[src/rtl/bg_fetch_pkg.sv]
// Shared definitions for the background fetch sequencer.
// Assumes a 14-bit video address space and 9-bit line and dot counters.
package bg_fetch_pkg;
    localparam int ADDR_W = 14;
    localparam int CNT_W  = 9;

    typedef enum logic [1:0] {
        SLOT_NAME = 2'd0,
        SLOT_ATTR = 2'd1,
        SLOT_PLO  = 2'd2,
        SLOT_PHI  = 2'd3
    } fetch_slot_e;

    // Maps a fetch phase (0..7) onto the read slot that owns it.
    function automatic fetch_slot_e slot_of(input logic [2:0] phase);
        return fetch_slot_e'(phase[2:1]);
    endfunction
endpackage

[src/rtl/bg_fetch_addr.sv]
// Phase decoder and read-address former.
// Works out the fetch phase from the dot counter and gates the fetch and draw windows.
// Drives a combinational read address on the even phases.
// Assumes the tile index captured on phase 1 is stable by phase 4.
module bg_fetch_addr
    import bg_fetch_pkg::*;
#(
    parameter int VIS_LINES  = 240,
    parameter int FETCH_LAST = 248,
    parameter int DRAW_LAST  = 256,
    parameter logic [ADDR_W-1:0] NAME_BASE = 14'h2000,
    parameter logic [ADDR_W-1:0] ATTR_BASE = 14'h23C0
) (
    input  logic              clk,
    input  logic              rst_n,
    input  logic [CNT_W-1:0]  scanline,
    input  logic [CNT_W-1:0]  dot,
    input  logic              pat_bank,
    input  logic [7:0]        tile_idx,
    output logic [2:0]        phase,
    output logic              fetch_en,
    output logic              draw_en,
    output logic              mem_rd,
    output logic [ADDR_W-1:0] mem_addr
);
    localparam int PLANE_OFS = 8;

    logic [CNT_W-1:0] dot_m1;
    logic [4:0]       tile_col;
    logic [4:0]       tile_row;
    logic [2:0]       fine_y;
    logic             vis_line;
    logic [ADDR_W-1:0] plane_base;

    // Phase, tile coordinates and window decode.
    always_comb begin
        dot_m1   = dot - CNT_W'(1);
        phase    = dot_m1[2:0];
        tile_col = dot_m1[7:3];
        tile_row = scanline[7:3];
        fine_y   = scanline[2:0];
        vis_line = (scanline < CNT_W'(VIS_LINES));
        fetch_en = vis_line && (dot != '0) && (dot_m1 < CNT_W'(FETCH_LAST));
        draw_en  = vis_line && (dot != '0) && (dot_m1 < CNT_W'(DRAW_LAST));
        mem_rd   = fetch_en && !phase[0];
    end

    // Address of the read issued in the current slot.
    always_comb begin
        plane_base = ADDR_W'({pat_bank, tile_idx, 4'b0000}) + ADDR_W'(fine_y);
        unique case (slot_of(phase))
            SLOT_NAME: mem_addr = NAME_BASE + ADDR_W'({tile_row, tile_col});
            SLOT_ATTR: mem_addr = ATTR_BASE + ADDR_W'({tile_row[4:2], tile_col[4:2]});
            SLOT_PLO:  mem_addr = plane_base;
            SLOT_PHI:  mem_addr = plane_base + ADDR_W'(PLANE_OFS);
            default:   mem_addr = '0;
        endcase
    end


    rd_vis_chk: assert property (@(posedge clk) disable iff (!rst_n)
        mem_rd |-> (draw_en && fetch_en));
endmodule

[src/rtl/bg_tile_regs.sv]
// Next-tile capture registers and the current-tile commit.
// Captures read data on the odd phases. Commits on phase 7, when the high plane arrives.
// Assumes the read data is valid exactly one cycle after its strobe.
module bg_tile_regs (
    input  logic       clk,
    input  logic       rst_n,
    input  logic       fetch_en,
    input  logic [2:0] phase,
    input  logic [7:0] mem_rdata,
    output logic [7:0] tile_idx,
    output logic [7:0] cur_lo,
    output logic [7:0] cur_hi,
    output logic [7:0] cur_attr
);
    logic [7:0] nxt_attr;
    logic [7:0] nxt_lo;

    // Capture each returned byte into its next-tile register.
    always_ff @(posedge clk) begin
        if (!rst_n) begin
            tile_idx <= '0;
            nxt_attr <= '0;
            nxt_lo   <= '0;
        end else if (fetch_en) begin
            case (phase)
                3'd1: tile_idx <= mem_rdata;
                3'd3: nxt_attr <= mem_rdata;
                3'd5: nxt_lo   <= mem_rdata;
                default: ;
            endcase
        end
    end

    // Commit the finished tile at the end of the group.
    always_ff @(posedge clk) begin
        if (!rst_n) begin
            cur_lo   <= '0;
            cur_hi   <= '0;
            cur_attr <= '0;
        end else if (fetch_en && phase == 3'd7) begin
            cur_lo   <= nxt_lo;
            cur_hi   <= mem_rdata;
            cur_attr <= nxt_attr;
        end
    end


    commit_hi_chk: assert property (@(posedge clk) disable iff (!rst_n)
        (fetch_en && phase == 3'd7) |=> (cur_hi == $past(mem_rdata)));


    hold_chk: assert property (@(posedge clk) disable iff (!rst_n)
        (!fetch_en || phase != 3'd7) |=> $stable(cur_lo));
endmodule

[src/rtl/bg_pix_sel.sv]
// Pixel selector and output register.
// Picks one bit per plane with the MSB as the leftmost pixel. Registers the result with its attribute byte.
// Forces the pixel to 0 whenever the output is not valid.
module bg_pix_sel #(
    parameter int PLANES = 2
) (
    input  logic              clk,
    input  logic              rst_n,
    input  logic              draw_en,
    input  logic              show_bg,
    input  logic [2:0]        fine_x,
    input  logic [7:0]        cur_lo,
    input  logic [7:0]        cur_hi,
    input  logic [7:0]        cur_attr,
    output logic              pix_valid,
    output logic [PLANES-1:0] pix_val,
    output logic [7:0]        attr_out
);
    logic [7:0]        plane [PLANES];
    logic [PLANES-1:0] pick;

    assign plane[0] = cur_lo;
    assign plane[1] = cur_hi;

    // Select the bit of each plane for this fine X.
    for (genvar p = 0; p < PLANES; p++) begin : g_plane
        assign pick[p] = plane[p][3'd7 - fine_x];
    end

    // Register the pixel, its valid flag and its attribute.
    always_ff @(posedge clk) begin
        if (!rst_n) begin
            pix_valid <= 1'b0;
            pix_val   <= '0;
            attr_out  <= '0;
        end else begin
            pix_valid <= draw_en && show_bg;
            pix_val   <= (draw_en && show_bg) ? pick : '0;
            attr_out  <= cur_attr;
        end
    end


    blank_zero_chk: assert property (@(posedge clk) disable iff (!rst_n)
        !pix_valid |-> (pix_val == '0));


    show_off_chk: assert property (@(posedge clk) disable iff (!rst_n)
        !show_bg |=> !pix_valid);
endmodule

[src/rtl/bg_fetch_seq.sv]
// Background tile fetch sequencer, top level.
// Ties the address former, the tile registers and the pixel selector together.
// Decodes the sprite address clear window.
// Assumes the counters advance by one dot per clock.
module bg_fetch_seq
    import bg_fetch_pkg::*;
#(
    parameter int VIS_LINES  = 240,
    parameter int PRE_LINE   = 261,
    parameter int FETCH_LAST = 248,
    parameter int DRAW_LAST  = 256,
    parameter int CLR_FIRST  = 257,
    parameter int CLR_LAST   = 320
) (
    input  logic              clk,
    input  logic              rst_n,
    input  logic [CNT_W-1:0]  scanline,
    input  logic [CNT_W-1:0]  dot,
    input  logic              show_bg,
    input  logic              pat_bank,
    output logic              mem_rd,
    output logic [ADDR_W-1:0] mem_addr,
    input  logic [7:0]        mem_rdata,
    output logic              pix_valid,
    output logic [1:0]        pix_val,
    output logic [7:0]        attr_out,
    output logic              oam_clr
);
    logic [2:0] phase;
    logic       fetch_en;
    logic       draw_en;
    logic [7:0] tile_idx;
    logic [7:0] cur_lo;
    logic [7:0] cur_hi;
    logic [7:0] cur_attr;

    bg_fetch_addr #(
        .VIS_LINES (VIS_LINES),
        .FETCH_LAST(FETCH_LAST),
        .DRAW_LAST (DRAW_LAST)
    ) u_addr (
        .clk      (clk),
        .rst_n    (rst_n),
        .scanline (scanline),
        .dot      (dot),
        .pat_bank (pat_bank),
        .tile_idx (tile_idx),
        .phase    (phase),
        .fetch_en (fetch_en),
        .draw_en  (draw_en),
        .mem_rd   (mem_rd),
        .mem_addr (mem_addr)
    );

    bg_tile_regs u_regs (
        .clk      (clk),
        .rst_n    (rst_n),
        .fetch_en (fetch_en),
        .phase    (phase),
        .mem_rdata(mem_rdata),
        .tile_idx (tile_idx),
        .cur_lo   (cur_lo),
        .cur_hi   (cur_hi),
        .cur_attr (cur_attr)
    );

    bg_pix_sel #(.PLANES(2)) u_pix (
        .clk      (clk),
        .rst_n    (rst_n),
        .draw_en  (draw_en),
        .show_bg  (show_bg),
        .fine_x   (phase),
        .cur_lo   (cur_lo),
        .cur_hi   (cur_hi),
        .cur_attr (cur_attr),
        .pix_valid(pix_valid),
        .pix_val  (pix_val),
        .attr_out (attr_out)
    );

    // Sprite address clear window on visible and pre-render lines.
    always_comb begin
        oam_clr = ((scanline < CNT_W'(VIS_LINES)) || (scanline == CNT_W'(PRE_LINE)))
               && (dot >= CNT_W'(CLR_FIRST)) && (dot <= CNT_W'(CLR_LAST));
    end


    clr_no_rd_chk: assert property (@(posedge clk) disable iff (!rst_n)
        oam_clr |-> !mem_rd);


    clr_no_draw_chk: assert property (@(posedge clk) disable iff (!rst_n)
        oam_clr |=> !pix_valid);
endmodule

[config.mk]
export PLATFORM = sky130hd
export DESIGN_NAME = bg_fetch_seq
export DESIGN_NICKNAME = d
export VERILOG_FILES = /design/src/rtl/bg_fetch_pkg.sv /design/src/rtl/bg_fetch_addr.sv /design/src/rtl/bg_tile_regs.sv /design/src/rtl/bg_pix_sel.sv /design/src/rtl/bg_fetch_seq.sv
export SDC_FILE = /design/constraint.sdc
export NUM_CORES = 1
export LEC_CHECK = 0
export ABC_CLOCK_PERIOD_IN_PS = 2800
export BUFFER_PORTS_ARGS = -buffer_cell sky130_fd_sc_hd__buf_4
export CAP_MARGIN = 10
export CORE_ASPECT_RATIO = 0.6
export CORE_MARGIN = 2
export CORE_UTILIZATION = 25
export CTS_CLUSTER_SIZE = 20
export DETAILED_ROUTE_END_ITERATION = 10
export GPL_TIMING_DRIVEN = 0
export HOLD_SLACK_MARGIN = 0.03
export PLACE_DENSITY_LB_ADDON = 0.08
export SLEW_MARGIN = 20
export SYNTH_ARGS = -nofsm -noshare
export SYNTH_HDL_FRONTEND = slang
export SYNTH_SLANG_ARGS = --single-unit
[constraint.sdc]
create_clock -name clk -period 2.8 [get_ports clk]
set_input_delay 0 -clock clk [delete_from_list [all_inputs] [get_ports clk]]
set_output_delay 0 -clock clk [all_outputs]
set_load 0.05 [all_outputs]
==> flow_metrics.tcl <==
set metrics [dict create \
    crit_cells 9 \
    synth.ff_latch_count 59 \
    first_global_vias 2200 \
    synthCells 275 \
    ctsHtreeMaxLevel 3 \
    drtPass1Iterations 4 \
    dieArea_um2 11500 \
    syn2layout_area_growth_pct 33.0 \
    fillers 1097 \
    synth_top_family_by_area "multiplexers" \
    start_kind "primary input" \
    clockBufferDepth 2 \
    startpoint "dot[0]" \
    cts_setup_buffers 0 \
    synthXorXnorAreaFrac_pct 0.656 \
    crit_buf_inv 3 \
    drt-initial-drc-count 100 \
    clk_pin_slew_ns 0.05 \
    ys_types 40 \
    finalPower_w 0.00220 \
    synth_compound_area_share_pct 8.77 \
    ys.flop_type "dfxtp_1" \
    skew_ns 0.00343 \
    maxSlewViolCount 0 \
    routabilityCongestion 0.776 \
    dp_hpwl_um 5590 \
    synth_enable_flop_cells 0 \
    synth_seq_area_share_pct 44.3 \
    syn_nets 310 \
    ys.warnings.count 0 \
    crit_slowest_cell "o2111ai_2" \
    start_util_pct 25.5 \
    critPathTopFamily "simple AND/OR/NAND/NOR gates" \
    hp-class "primary input to flop" \
    fmax_mhz 394 \
    rsz0062_at_grt "false" \
    tritoncts "built" \
    port_buffers 54 \
    cp-end-kind "flop" \
    vias 2142 \
    ir_drop_uv 322 \
    drive_above_1_share_pct 23.7 \
    die_y_um 84.0 \
    fin_tns_setup_ns 0 \
    vias_per_cell 4.42 \
    place_ws_ns -0.0858 \
    drt-total-wl_um 7330 \
    grt_usage_pct 14.1 \
    worstPathCellList "buf_4 -> inv_1 -> ha_1 -> or4b_1 -> clkbuf_2 -> o21a_1 -> nor4_4 -> o2111ai_2 -> mux2i_1" \
    numCtsBuffers 9 \
    netlist_area_um2 2670 \
    ys_top_cells_by_count "nand2_1, dfxtp_1, mux2i_1" \
    r2r-start "u_regs.cur_hi[7]$_SDFFE_PN0P_" \
    fin_ws_ns 0.261 \
    synth_top_area_cell "dfxtp_1" \
    cts.sinks 59 \
    antenna_cells 0 \
    hold_depth 3 \
    maxSlewHeadroom_pct 50.1 \
    crit_fanout 8 \
    fin_crit_sh_pct 90.7 \
    finalSetupViolations 0 \
    synthTopCellsByArea "dfxtp_1, mux2i_1, nand2_1" \
    ys_async_sr_fraction_pct 0 \
    period_needed_ns 2.54 \
    cp.required_ns 2.98 \
    fin_nets 377 \
    cts-root-buf "clkbuf_16" \
    slowest_delay_ns 0.54 \
    grt_pass1_wl_um 11900 \
    synthAdderAreaFrac_pct 2.34 \
    synthSimpleGateAreaFrac_pct 16.4 \
    maxCapViolations 0 \
    io_pins 57 \
    p_leak_nw 1.79 \
    worst_pin_slew_ns 0.742 \
    antenna_found_initial 0 \
    postRouteAntennaNets 0 \
    fp.dieW_um 137 \
    core-area_um2 10500 \
    insertion_delay_ns 0.33 \
    status "finished clean" \
    hold_viol_final 0 \
    avgSynthCellArea_um2 9.70 \
    grt_overflow_total 0 \
    worstPathArrival_ns 2.72 \
    synth_top_cell_area_share_pct 44.3 \
    synth.most_common_cell "nand2_1" \
    synth_mux_area_share_pct 22.9 \
    drc 0 \
    grt_max_degree 11 \
    powerDensity_nw_per_um2 619 \
    rows 29 \
    path_class "primary input to flop" \
    wl_per_cell_um 15.1 \
    min_from "mem_rdata[5]" \
    rr_worst_depth 3 \
]
## kinds of logic (layout without fill, tap and decap cells)
family | count (synthesis) | in the layout
and+or+nand+nor | 96 | 96
DFF | 59 | 59
muxes | 56 | 56
buffers and inverters | 29 | 100
AOI/OAI and AO/OA | 28 | 28
adders and majority gates | 5 | 5
xor gates and xnor gates | 2 | 2
## per-layer routing
metal / vias to the layer above / track usage [%] / wire length (um)
li1: 1078 / - / -
met1: 995 / 21.2 / 4060
met2: 56 / 18.1 / 2840
met3: 13 / 4.61 / 304
met4: 0 / 5.06 / 119
met5: - / 0 / 0
## sequential cells by signal, summed over array words and instances (netlist names)
register	count
u_pix.pix_val	2
u_regs.cur_hi	8
u_regs.tile_idx	8
u_regs.nxt_lo	8
u_pix.pix_valid	1
u_pix.attr_out	8
u_regs.nxt_attr	8
u_regs.cur_lo	8
u_regs.cur_attr	8
## per-stage QoR
step / hold WS, ns / cell area [um^2] / util (%) / cells
2_1_floorplan: 0.136 / 2670 / - / 275
3_3_place_gp: 0.279 / 3250 / 31.0 / 468
3_5_place_dp: 0.280 / 3250 / 31.0 / 468
4_1_cts: 0.0654 / 3550 / 33.8 / 485
5_1_grt: 0.0729 / 3550 / 33.8 / 485
6_report: 0.0677 / 3550 / 33.8 / 485
## tightest hold or removal path, cell delays in order
cell	delay, ns
buf_4	0.08
nand2_1	0.12
mux2i_1	0.15
## layout by cell type (no fill, tap or decap), drive strengths merged, types with 3 or more instances in the layout
master	Yosys	layout
nor3	3	3
mux2i	52	52
o22a	4	4
nand3	4	4
nor2b	4	4
o21ai	4	4
mux4	4	4
buf	3	57
ha	5	5
clkbuf	12	25
inv	14	14
nor2	12	12
dfxtp	59	59
a21oi	6	6
nand2	61	61
## report_power, final
group          internal [W]  switching [W]  total, W
Clock              0.000662       0.000364   0.00103
Combinational      0.000109       0.000210  0.000319
Sequential         0.000848     0.00000251  0.000851
## what timing repair did
action	CTS	global route
endpoints found under the setup margin	0	0
gates resized for setup	0	0
hold buffers	2	0
endpoints found under the hold margin	3	0
## final timing paths
kind | endpoint | slack, ns
setup / recovery | u_regs.nxt_lo[1]$_SDFFE_PN0P_ | 0.26
setup reg to reg | u_pix.pix_val[1]$_SDFF_PN0_ | 1.67
hold / removal | u_regs.nxt_attr[5]$_SDFFE_PN0P_ | 0.07
hold reg to reg | u_pix.attr_out[6]$_SDFF_PN0_ | 0.42
## layout make-up
class / count / area [um^2] / share of cell area (%)
repair buffers: 56 / 425 / 12.0
plain buffers: 15 / 72.6 / 2.05
well taps: 139 / 174 / 4.90
clock buffers: 13 / 270 / 7.62
clock inverters: 2 / 10.0 / 0.282
inverters: 14 / 52.6 / 1.48
multi-input cells: 187 / 1360 / 38.4
flip-flops and latches: 59 / 1180 / 33.3
No activity file was read; power rests on OpenSTA's default activity.
